--- src/rtl/awd_pkg.sv ---
package awd_pkg;
  localparam int CFG_W       = 32;
  localparam int CFG_AW      = 8;
  localparam int LANES       = CFG_W / 8;
  localparam int REGION_BITS = 4;
  localparam int NUM_REGIONS = 1 << REGION_BITS;
  localparam int IDX_W       = REGION_BITS + 1;
  localparam int COARSE_LSB  = CFG_W / 2;

  typedef struct packed {
    logic             hit;
    logic             coarse;
    logic             fine;
    logic [IDX_W-1:0] idx;
  } awd_result_t;

  // region number taken from the top address bits
  function automatic logic [REGION_BITS-1:0] region_of(input logic [31:0] a);
    return a[31 -: REGION_BITS];
  endfunction

  // fine slice number taken from the bits just below the region field
  function automatic logic [REGION_BITS-1:0] slice_of(input logic [31:0] a);
    return a[31-REGION_BITS -: REGION_BITS];
  endfunction

  // index code: coarse region n -> n, fine slice m -> NUM_REGIONS + m
  function automatic logic [IDX_W-1:0] make_idx(input logic is_fine,
                                                input logic [REGION_BITS-1:0] n);
    return {is_fine, n};
  endfunction
endpackage

--- src/rtl/awd_cfg_reg.sv ---
module awd_cfg_reg
  import awd_pkg::*;
#(
  parameter logic [CFG_AW-1:0] OFFSET = 8'h48
) (
  input  logic              clk,
  input  logic              rst_n,
  input  logic              we,
  input  logic [CFG_AW-1:0] addr,
  input  logic [CFG_W-1:0]  wdata,
  input  logic [LANES-1:0]  be,
  output logic [CFG_W-1:0]  q,
  output logic [CFG_W-1:0]  rdata,
  output logic              wr_sel
);
  logic addr_match;
  assign addr_match = (addr == OFFSET);
  assign wr_sel     = we && addr_match;

  for (genvar k = 0; k < LANES; k++) begin : g_lane
    logic lane_we;
    assign lane_we = wr_sel && be[k];
    always_ff @(posedge clk or negedge rst_n) begin
      if (!rst_n)       q[8*k +: 8] <= '0;
      else if (lane_we) q[8*k +: 8] <= wdata[8*k +: 8];
    end
  end

  assign rdata = addr_match ? q : '0;
endmodule

--- src/rtl/awd_window_match.sv ---
module awd_window_match
  import awd_pkg::*;
(
  input  logic [CFG_W-1:0] sel,
  input  logic [31:0]      addr,
  output logic             coarse_hit,
  output logic             fine_hit,
  output logic [IDX_W-1:0] idx
);
  logic [REGION_BITS-1:0] region_n;
  logic [REGION_BITS-1:0] slice_n;
  logic                   in_top;
  logic [NUM_REGIONS-1:0] coarse_vec;
  logic [NUM_REGIONS-1:0] fine_vec;

  assign region_n = region_of(addr);
  assign slice_n  = slice_of(addr);
  assign in_top   = &region_n;

  for (genvar i = 0; i < NUM_REGIONS; i++) begin : g_win
    assign coarse_vec[i] = sel[COARSE_LSB + i] && (region_n == i[REGION_BITS-1:0]);
    assign fine_vec[i]   = sel[i] && in_top && (slice_n == i[REGION_BITS-1:0]);
  end

  assign coarse_hit = |coarse_vec;
  assign fine_hit   = |fine_vec;

  always_comb begin
    idx = '0;
    for (int i = NUM_REGIONS - 1; i >= 0; i--) begin
      if (fine_vec[i]) idx = make_idx(1'b1, REGION_BITS'(i));
    end
    for (int i = NUM_REGIONS - 1; i >= 0; i--) begin
      if (coarse_vec[i]) idx = make_idx(1'b0, REGION_BITS'(i));
    end
  end
endmodule

--- src/rtl/awd_out_stage.sv ---
module awd_out_stage
  import awd_pkg::*;
#(
  parameter bit REG_OUT = 1'b0
) (
  input  logic        clk,
  input  logic        rst_n,
  input  awd_result_t d,
  output awd_result_t q
);
  if (REG_OUT) begin : g_reg
    always_ff @(posedge clk or negedge rst_n) begin
      if (!rst_n) q <= '0;
      else        q <= d;
    end
  end else begin : g_comb
    assign q = d;
  end
endmodule

--- src/rtl/addr_window_decoder.sv ---
module addr_window_decoder
  import awd_pkg::*;
#(
  parameter logic [CFG_AW-1:0] CFG_OFFSET = 8'h48,
  parameter bit                REG_OUT    = 1'b0
) (
  input  logic              clk,
  input  logic              rst_n,
  input  logic              cfg_we,
  input  logic [CFG_AW-1:0] cfg_addr,
  input  logic [CFG_W-1:0]  cfg_wdata,
  input  logic [LANES-1:0]  cfg_be,
  output logic [CFG_W-1:0]  cfg_rdata,
  input  logic [31:0]       bus_addr,
  output logic              win_hit,
  output logic              win_coarse,
  output logic              win_fine,
  output logic [IDX_W-1:0]  win_idx
);
  logic [CFG_W-1:0] sel_q;
  logic             sel_wr;
  logic             raw_coarse;
  logic             raw_fine;
  logic [IDX_W-1:0] raw_idx;
  awd_result_t      raw_res;
  awd_result_t      out_res;

  awd_cfg_reg #(.OFFSET(CFG_OFFSET)) u_reg (
    .clk(clk), .rst_n(rst_n), .we(cfg_we), .addr(cfg_addr),
    .wdata(cfg_wdata), .be(cfg_be), .q(sel_q), .rdata(cfg_rdata),
    .wr_sel(sel_wr)
  );

  awd_window_match u_match (
    .sel(sel_q), .addr(bus_addr),
    .coarse_hit(raw_coarse), .fine_hit(raw_fine), .idx(raw_idx)
  );

  always_comb begin
    raw_res.coarse = raw_coarse;
    raw_res.fine   = raw_fine;
    raw_res.hit    = raw_coarse | raw_fine;
    raw_res.idx    = raw_idx;
  end

  awd_out_stage #(.REG_OUT(REG_OUT)) u_out (
    .clk(clk), .rst_n(rst_n), .d(raw_res), .q(out_res)
  );

  assign win_hit    = out_res.hit;
  assign win_coarse = out_res.coarse;
  assign win_fine   = out_res.fine;
  assign win_idx    = out_res.idx;
endmodule

--- config.mk ---
export PLATFORM = sky130hd
export DESIGN_NAME = addr_window_decoder
export DESIGN_NICKNAME = d
export VERILOG_FILES = /design/src/rtl/awd_pkg.sv /design/src/rtl/awd_cfg_reg.sv /design/src/rtl/awd_window_match.sv /design/src/rtl/awd_out_stage.sv /design/src/rtl/addr_window_decoder.sv
export SDC_FILE = /design/constraint.sdc
export NUM_CORES = 1
export LEC_CHECK = 0
export ABC_AREA = 1
export BUFFER_PORTS_ARGS = -buffer_cell sky130_fd_sc_hd__buf_2
export CAP_MARGIN = 20
export CORE_ASPECT_RATIO = 0.9
export CORE_MARGIN = 2
export CORE_UTILIZATION = 49
export CTS_CLUSTER_SIZE = 25
export DETAILED_ROUTE_END_ITERATION = 8
export PLACE_DENSITY = 0.86
export SLEW_MARGIN = 20
export SYNTH_ARGS = -nofsm -noshare
export SYNTH_HDL_FRONTEND = slang
export SYNTH_HIERARCHICAL = 1
export SYNTH_SLANG_ARGS = --single-unit
--- constraint.sdc ---
create_clock -name clk -period 3 [get_ports clk]
set_input_delay 0.45 -clock clk [delete_from_list [all_inputs] [get_ports clk]]
set_output_delay 0.45 -clock clk [all_outputs]
set_load 0.01 [all_outputs]
==> metrics, run 1 <==
outcome=finished clean; die height=68.2 um; biggest regs=u_reg/q: 32 flops; part of the cycle the worst path needs=79.7%; max layer used=met4; largest fanout on the critical path=16; Hold Buf Count CTS=0; Layout area overhead=22.6%; grt ovf=0; Top reg by flops=u_reg/q; dpl hpwl=4910 um; fillers=440; Slew HR=52.9%; vias per cell=5.21; Clock transition at path regs=0.07 ns; Syn Nets=424; first-pass GRT wire length=9630 um; filler-free cell count of the finished design=487; clock root cell=clkbuf_8; placed insts=479; clock skew=0 ns; CTS Buffer Depth=2; Post-Syn Area=2250 um^2; clk_lat worst skew=0.29 ns; Gates resized, CTS repair=0; Final nets=503; synth warn=6; Final setup viols=0; RSZ-0062 raised after global routing=no; GPL Wtd Cong=0.893; Syn Inst Count=345; Iteration-0 DRC Markers=237; die area=5140 um^2; initial core utilization=50.7%; vias post-DR=2537; max-slew violations=0; Met1 Routed Length=2840 um; largest net degree at the start of global routing=37; flop2flop setup slack=2.31 ns; hold slack=0.212 ns; layout cells sized above 1=26.1%; # clock sinks=32; I/O Buffers=94; Worst Path Required=2.55 ns; Pwr Density=329 nW/um^2; Worst-Margin Slew=0.706 ns; MaxCap Viol Count=0; CORE AREA=4430 um^2; CTS tree=yes; DR DRC count=0; met2 WL=2900 um; final WL=6230 um; final hold violations=0; number of buffers created by CTS=5; Antenna Cells=0; Setup CP Type=primary input to output pin; H-tree depth=2; Fmax achieved=418 MHz; die width=75.4 um; routed wl met3=435 um; average size of a mapped cell=6.51 um^2; shortest period the worst path allows=2.39 ns; worst path arrival time=1.94 ns; Leakage=0.00160 uW; gr usage total=24.7%; Fin Setup TNS=0 ns; Startpoint Class=primary input; drt wl/cell=12.8 um; initial antenna violation count=0; Area after DPL=2660 um^2; Worst Hold Class=primary input to async pin; max reg flops=32; DRT antenna net count=0; Core Rows=23; I/O pins=119; worst vdd ir=0.302 mV; CP endpoint kind=output pin; vias in the first global route=2148; Finished Cell Area=2760 um^2; Post-CTS Setup Repair Bufs=0; Pre-Repair DR Iteration Count=5
-- where the power goes --
part | leakage (uW) | switching (uW) | internal [uW]
registers | 0.000444 | 12.1 | 443
logic | 0.00111 | 68.1 | 39.8
clock network | 0.0000510 | 161 | 183
-- cell usage in the layout (no fill, tap or decap) --
cell	instances
nor3_1	4
a311oi_2	1
dfrtp_1	32
nor2_1	54
inv_1	60
a311oi_1	1
clkbuf_8	6
buf_2	94
nand2_2	2
nand4_1	46
o21ai_1	1
a41oi_1	1
nor2_4	2
o31ai_1	2
buf_4	1
a31oi_1	2
nor4_2	1
nor2_2	1
clkinv_2	2
nand3_1	23
nand2_1	87
nor4_1	1
inv_2	1
-- metrics by stage --
stage                     worst slack, ns  power [uW]  util [%]
after CTS                           0.630         907      62.2
after global placement              0.684         565      60.1
after floorplan                     0.966         512         -
after detailed placement            0.636         569      60.1
after global routing                0.391         955      62.2
final                               0.608         907      62.2
-- final cells by class --
cell class / instances / area, um^2 / share of cell area [%]
multi-input combinational: 229 / 1080 / 39.1
sequential: 32 / 801 / 29.1
clock buffer: 6 / 82.6 / 3.00
timing repair buffer: 95 / 478 / 17.3
tap: 62 / 77.6 / 2.82
inverter: 61 / 229 / 8.31
clock inverter: 2 / 10.0 / 0.363
-- layer usage --
layer  global-route usage (%)  vias up
met5                        0        -
met4                     7.68        0
met3                     4.71        6
met2                     36.1      122
met1                     36.9     1150
li1                         -     1259
-- path summary, 6_finish.rpt --
path                                              start                 endpoint  cells after the start
min in group clk                          cfg_wdata[22]  u_reg/q[22]$_DFFE_PN0P_                      3
worst max register to register   u_reg/q[1]$_DFFE_PN0P_   u_reg/q[1]$_DFFE_PN0P_                      2
worst min register to register  u_reg/q[11]$_DFFE_PN0P_  u_reg/q[11]$_DFFE_PN0P_                      2
worst max-delay path                       bus_addr[30]                  win_hit                     14
worst min-delay path                              rst_n   u_reg/q[4]$_DFFE_PN0P_                      1
max in group asynchronous                         rst_n  u_reg/q[13]$_DFFE_PN0P_                      1
-- worst max-delay path, cell delays in order --
cell	delay, ns
buf_2	0.14
nand2_2	0.08
nor2_4	0.30
nand3_1	0.14
o21ai_1	0.22
a41oi_1	0.07
nand2_1	0.11
inv_1	0.05
nand2_1	0.07
nor4_2	0.05
inv_1	0.07
inv_1	0.04
nand2_1	0.04
buf_2	0.12
(Power assumes the default switching activity.)
==> run 2, diff against run 1 <==
Settings changed: CORE_UTILIZATION 49 to 46, PLACE_DENSITY 0.86 to 0.82.
Clock period 3 ns to 2.44 ns, I/O delays scaled along.
==> run 2 against run 1 <==
  * Die area up 6.1%
  * Clock-buffer cell count unchanged
  * Final cell count is 0.62% higher
  * Clock power rose by 41%
  * Hold slack lost 0.085 ns
  * Final area grew 1.0%
  * Sequential power up 23%
  * Worst setup slack worse by 0.42 ns
  * Sequential cell count did not move
==> metrics, run 2 (synthesis gave the netlist of run 1 again) <==
outcome=finished clean; layout cells sized above 1=25.9% (-0.24 points); vias in the first global route=2163 (+0.70%); Pwr Density=422 nW/um^2 (+28%); critical-path cell list=inv_1 > nor2_1 > nand3_1 > o21ai_1 > a41oi_1 > nand2_1 > inv_1 > nand2_1 > nor4_4 > inv_1 > inv_1 > nand2_1 > buf_2; biggest regs=u_reg/q: 32 flops; die area=5460 um^2 (+6.1%); placed insts=482 (+0.63%); CP endpoint kind=output pin; CP max stage cell=dfrtp_1; die width=77.7 um (+3.0%); H-tree depth=2 (unchanged); leading cell type in the layout, fill and taps excluded=buf_2; Final nets=503 (unchanged); Leakage=0.00161 uW (+0.63%); CTS Buffer Depth=2 (unchanged); initial antenna violation count=0 (unchanged); most frequent cells in the layout=buf_2, nand2_1, inv_1, nor2_1, nand4_1; part of the cycle the worst path needs=92.2%; initial core utilization=47.1% (-3.6 points); gr usage total=22.4% (-2.4 points); Slew HR=54.0% (+1.1 points); largest net degree at the start of global routing=37 (unchanged); I/O pins=119 (unchanged); Worst Path Required=2.07 ns (-0.48 ns); Startpoint Class=flip-flop; final WL=6050 um (-3.0%); Hold Buf Count CTS=0 (unchanged); max-slew violations=0 (unchanged); clk_lat worst skew=0.28 ns (about the same); RSZ-0062 raised after global routing=no; Gates resized, CTS repair=0 (unchanged); Final setup viols=0 (unchanged); Worst Hold Class=primary input to async pin; Pre-Repair DR Iteration Count=4 (-1); Top reg by flops=u_reg/q; Layout area overhead=23.8%; filler-free cell count of the finished design=490 (+0.62%); grt ovf=0 (unchanged); worst reg2reg path startpoint=u_reg/q[5]$_DFFE_PN0P_; most used cell, CP=inv_1; clock root cell=clkbuf_8; MaxCap Viol Count=0 (unchanged); drt wl/cell=12.3 um (-3.6%); Post-CTS Setup Repair Bufs=0 (unchanged); flop2flop setup slack=1.75 ns (-0.56 ns); clock skew=0 ns (unchanged); Clock transition at path regs=0.06 ns (about the same); Fmax achieved=445 MHz; die height=70.3 um (+3.0%); Iteration-0 DRC Markers=158 (-33%); I/O Buffers=94 (unchanged); number of buffers created by CTS=5 (unchanged); worst path arrival time=1.88 ns (-0.06 ns); Antenna Cells=0 (unchanged); Crit Reg-Reg Endpoint=u_reg/q[5]$_DFFE_PN0P_; Setup CP Type=flip-flop to output pin; final hold violations=0 (unchanged); Fin Setup TNS=0 ns (unchanged); Core Rows=24 (+4.3%); vias per cell=5.09 (-2.3%); Worst-Margin Slew=0.690 ns (-0.0164 ns); shortest period the worst path allows=2.25 ns; largest fanout on the critical path=3 (-13); first-pass GRT wire length=9740 um (+1.1%); DR DRC count=0 (unchanged); Largest stage delay, worst path=0.41 ns (+0.11 ns); max reg flops=32 (unchanged); DRT antenna net count=0 (unchanged); # clock sinks=32 (unchanged); vias post-DR=2493 (-1.7%); dpl hpwl=4700 um (-4.3%); CTS tree=yes; worst vdd ir=0.308 mV (+2.1%); GPL Wtd Cong=0.929 (+4.0%); CORE AREA=4770 um^2 (+7.7%); Final Util=58.3% (-3.9 points); R2R cell count=2 (unchanged)
## run 2: final cells by class
type                    count  area, um^2
multi-input cells         229        1090
inverters                  61         229
repair buffers             95         478
fillers                   457        1990
well taps                  65        81.3
clock buffers               6        72.6
clock inverters             2        35.0
flip-flops and latches     32         801
## run 2: worst max-delay path by stage
stage                            startpoint      end  slack, ns  depth (start not counted)
floorplan                      bus_addr[28]  win_hit       0.57                         12
global placement               bus_addr[28]  win_hit       0.31                         14
detailed placement             bus_addr[30]  win_hit       0.27                         14
CTS                 u_reg/q[15]$_DFFE_PN0P_  win_hit       0.19                         13
global route        u_reg/q[15]$_DFFE_PN0P_  win_hit       0.01                         13
finish              u_reg/q[15]$_DFFE_PN0P_  win_hit       0.19                         13
## run 2: critical path, delay by kind of cell (launching register included)
kind                   cells  cell delay [ns]
AO/OA/AOI/OAI              2             0.27
buffers and inverters      5             0.41
AND/OR/NAND/NOR            6             0.52
flip-flops                 1             0.41
## run 2: power breakdown
part / switching, uW / internal, uW
registers: 14.5 / 545
clock network: 181 / 302
logic: 83.2 / 48.9
## run 2: metrics by stage
step / setup slack [ns] / power (uW) / instance area, um^2 / hold slack, ns
2_1_floorplan: 0.574 / 630 / 2250 / 0.0704
3_3_place_gp: 0.314 / 695 / 2670 / 0.437
3_5_place_dp: 0.274 / 700 / 2670 / 0.449
4_1_cts: 0.186 / 1180 / 2770 / 0.148
5_1_grt: 0.0149 / 1230 / 2780 / 0.188
6_report: 0.191 / 1180 / 2780 / 0.127
## run 2: per-layer routing
layer,global-route usage (%),routed length (um),up-vias
met2,33.4,2800,93
met5,0,0,-
li1,-,-,1258
met4,7.74,34,0
met3,4.78,427,2
met1,32.1,2780,1140
==> run 3, diff against run 2 <==
Settings changed: CELL_PAD_IN_SITES_DETAIL_PLACEMENT set to 1, CELL_PAD_IN_SITES_GLOBAL_PLACEMENT set to 2, CORE_UTILIZATION 46 to 22, PLACE_DENSITY 0.82 to unset, PLACE_DENSITY_LB_ADDON set to 0.1.
==> run 3 against run 2 <==
  * Worst setup slack lost 0.022 ns
  * Critical path depth did not move
  * Largest power group is now clock
  * Clock skew stayed put
  * Final area grew 7.0%
  * Via count up 0.28%
  * Sequential share of layout area fell by 1.9 points
  * Sequential cell count did not move
  * Sequential power rose by 0.7%
  * Total power is 23% higher
  * Fmax down 0.96%
  * Highest routed layer unchanged
  * Die area increased by 100%
==> metrics, run 3 (synthesis gave the netlist of run 1 again) <==
CP max stage cell=dfrtp_1; final hold violations=0 (unchanged); CORE AREA=9780 um^2 (+100%); Met1 Routed Length=4360 um (+57%); Fmax achieved=440 MHz (-0.96%); # clock sinks=32 (unchanged); Tot Pwr=1450 uW (+23%); Slew HR=51.8% (-2.2 points); outcome=finished clean; Largest stage delay, worst path=0.39 ns (-0.02 ns); clock root cell=clkbuf_16; grt ovf=0 (unchanged); die height=99.9 um (+42%); Clock transition at path regs=0.05 ns (about the same); Final setup viols=0 (unchanged); gr usage total=14.9% (-7.5 points); Setup CP Type=flip-flop to output pin; Antenna Cells=0 (unchanged); GPL Wtd Cong=0.780 (-16%); clk_lat worst skew=0.27 ns (about the same); Final nets=509 (+1.2%); CTS tree=yes; number of buffers created by CTS=5 (unchanged); vias post-DR=2500 (+0.28%); worst path arrival time=1.91 ns (+0.03 ns); Layout area overhead=32.5%; CP endpoint kind=output pin; Hold Buf Count CTS=0 (unchanged); I/O pins=119 (unchanged); Worst-Margin Slew=0.723 ns (+0.0332 ns); vias per cell=4.49 (-12%); largest fanout on the critical path=2 (-1); Iteration-0 DRC Markers=112 (-29%); CTS Buffer Depth=2 (unchanged); Core Rows=34 (+42%); H-tree depth=2 (unchanged); die width=111 um (+42%); biggest regs=u_reg/q: 32 flops; critical-path cell list=inv_1 > nor2_1 > nand3_1 > o21ai_1 > a41oi_1 > nand2_1 > inv_1 > nand2_1 > nor4_4 > inv_1 > inv_1 > nand2_1 > buf_2; routed wl met3=487 um (+14%); most frequent cells in the layout=buf_2, nand2_1, inv_1, nor2_1, nand4_1; Final Util=30.4% (-28 points); shortest period the worst path allows=2.27 ns (+0.0218 ns); final WL=8150 um (+35%); die area=11000 um^2 (+100%); largest net degree at the start of global routing=33 (-11%); drt wl/cell=14.6 um (+19%); Pre-Repair DR Iteration Count=4 (unchanged); vias in the first global route=2513 (+16%); I/O Buffers=94 (unchanged); max layer used=met4; worst reg2reg path startpoint=u_reg/q[15]$_DFFE_PN0P_; DR DRC count=0 (unchanged); Startpoint Class=flip-flop; MaxCap Viol Count=0 (unchanged); Placement Setup Slack=0.176 ns (-0.0981 ns); first-pass GRT wire length=13200 um (+36%); Leakage=0.00168 uW (+3.9%); dpl hpwl=6670 um (+42%); met2 WL=3250 um (+16%); Pwr Density=487 nW/um^2 (+15%); layout cells sized above 1=27.1% (+1.3 points); Setup crit start=u_reg/q[15]$_DFFE_PN0P_; final worst slack=0.169 ns (-0.0218 ns); Top reg by flops=u_reg/q; max reg flops=32 (unchanged); Worst Path Required=2.07 ns (about the same); clock skew=0 ns (unchanged); initial antenna violation count=0 (unchanged); part of the cycle the worst path needs=93.1% (+0.89 points); max-slew violations=0 (unchanged); leading cell type in the layout, fill and taps excluded=buf_2; initial core utilization=23.0% (-24 points); most used cell, CP=inv_1; worst vdd ir=0.222 mV (-28%); DRT antenna net count=0 (unchanged); Worst Hold Class=primary input to async pin
## run 3: final cells by class
type,instances,area [um^2]
Inverter,61,229
Multi-Input combinational cell,230,1090
Clock buffer,7,153
Fill cell,1268,6810
Timing Repair Buffer,100,515
Clock inverter,1,30.0
Sequential cell,32,801
Tap cell,126,158
## run 3: per-stage QoR
step	cells	hold WS [ns]	setup TNS, ns	cell area (um^2)
floorplan	345	0.0704	0	2250
global placement	546	0.469	0	2770
detailed placement	546	0.472	0	2770
CTS	554	0.173	0	2950
global route	557	0.207	-0.0532	2980
finish	557	0.150	0	2980
## run 3: final timing paths
| kind | end | slack, ns | cells after the start |
|---|---|---|---|
| setup / recovery | win_hit | 0.17 | 13 |
| hold reg to reg | u_reg/q[31]$_DFFE_PN0P_ | 0.51 | 2 |
| hold / removal | u_reg/q[3]$_DFFE_PN0P_ | 0.15 | 1 |
| min in group clk | u_reg/q[11]$_DFFE_PN0P_ | 0.35 | 3 |
| setup reg to reg | u_reg/q[15]$_DFFE_PN0P_ | 1.68 | 3 |
| max in group asynchronous | u_reg/q[16]$_DFFE_PN0P_ | 1.82 | 1 |
## run 3: power breakdown
| group | total (uW) | switching [uW] | internal [uW] |
|---|---|---|---|
| sequential | 563 | 16.9 | 546 |
| clock | 746 | 209 | 536 |
| combinational | 141 | 89.3 | 51.7 |
| total | 1450 | 316 | 1130 |
## run 3: worst max-delay path, delay by kind of cell (launching register included)
kind | cells | cell delay (ns)
DFF | 1 | 0.39
AOI/OAI and AO/OA | 2 | 0.29
buffers and inverters | 5 | 0.42
and+or+nand+nor | 6 | 0.54
## run 3: routing by layer
| layer | vias to the layer above | track usage (%) |
|---|---|---|
| li1 | 1273 | - |
| met1 | 1154 | 23.4 |
| met2 | 69 | 21.2 |
| met3 | 4 | 2.54 |
| met4 | 0 | 2.88 |
| met5 | - | 0 |
## run 3: what timing repair did
action | in CTS | in global routing
gates resized for setup | 0 | 1
endpoints found under the setup margin | 0 | 2
setup buffers | 0 | 2
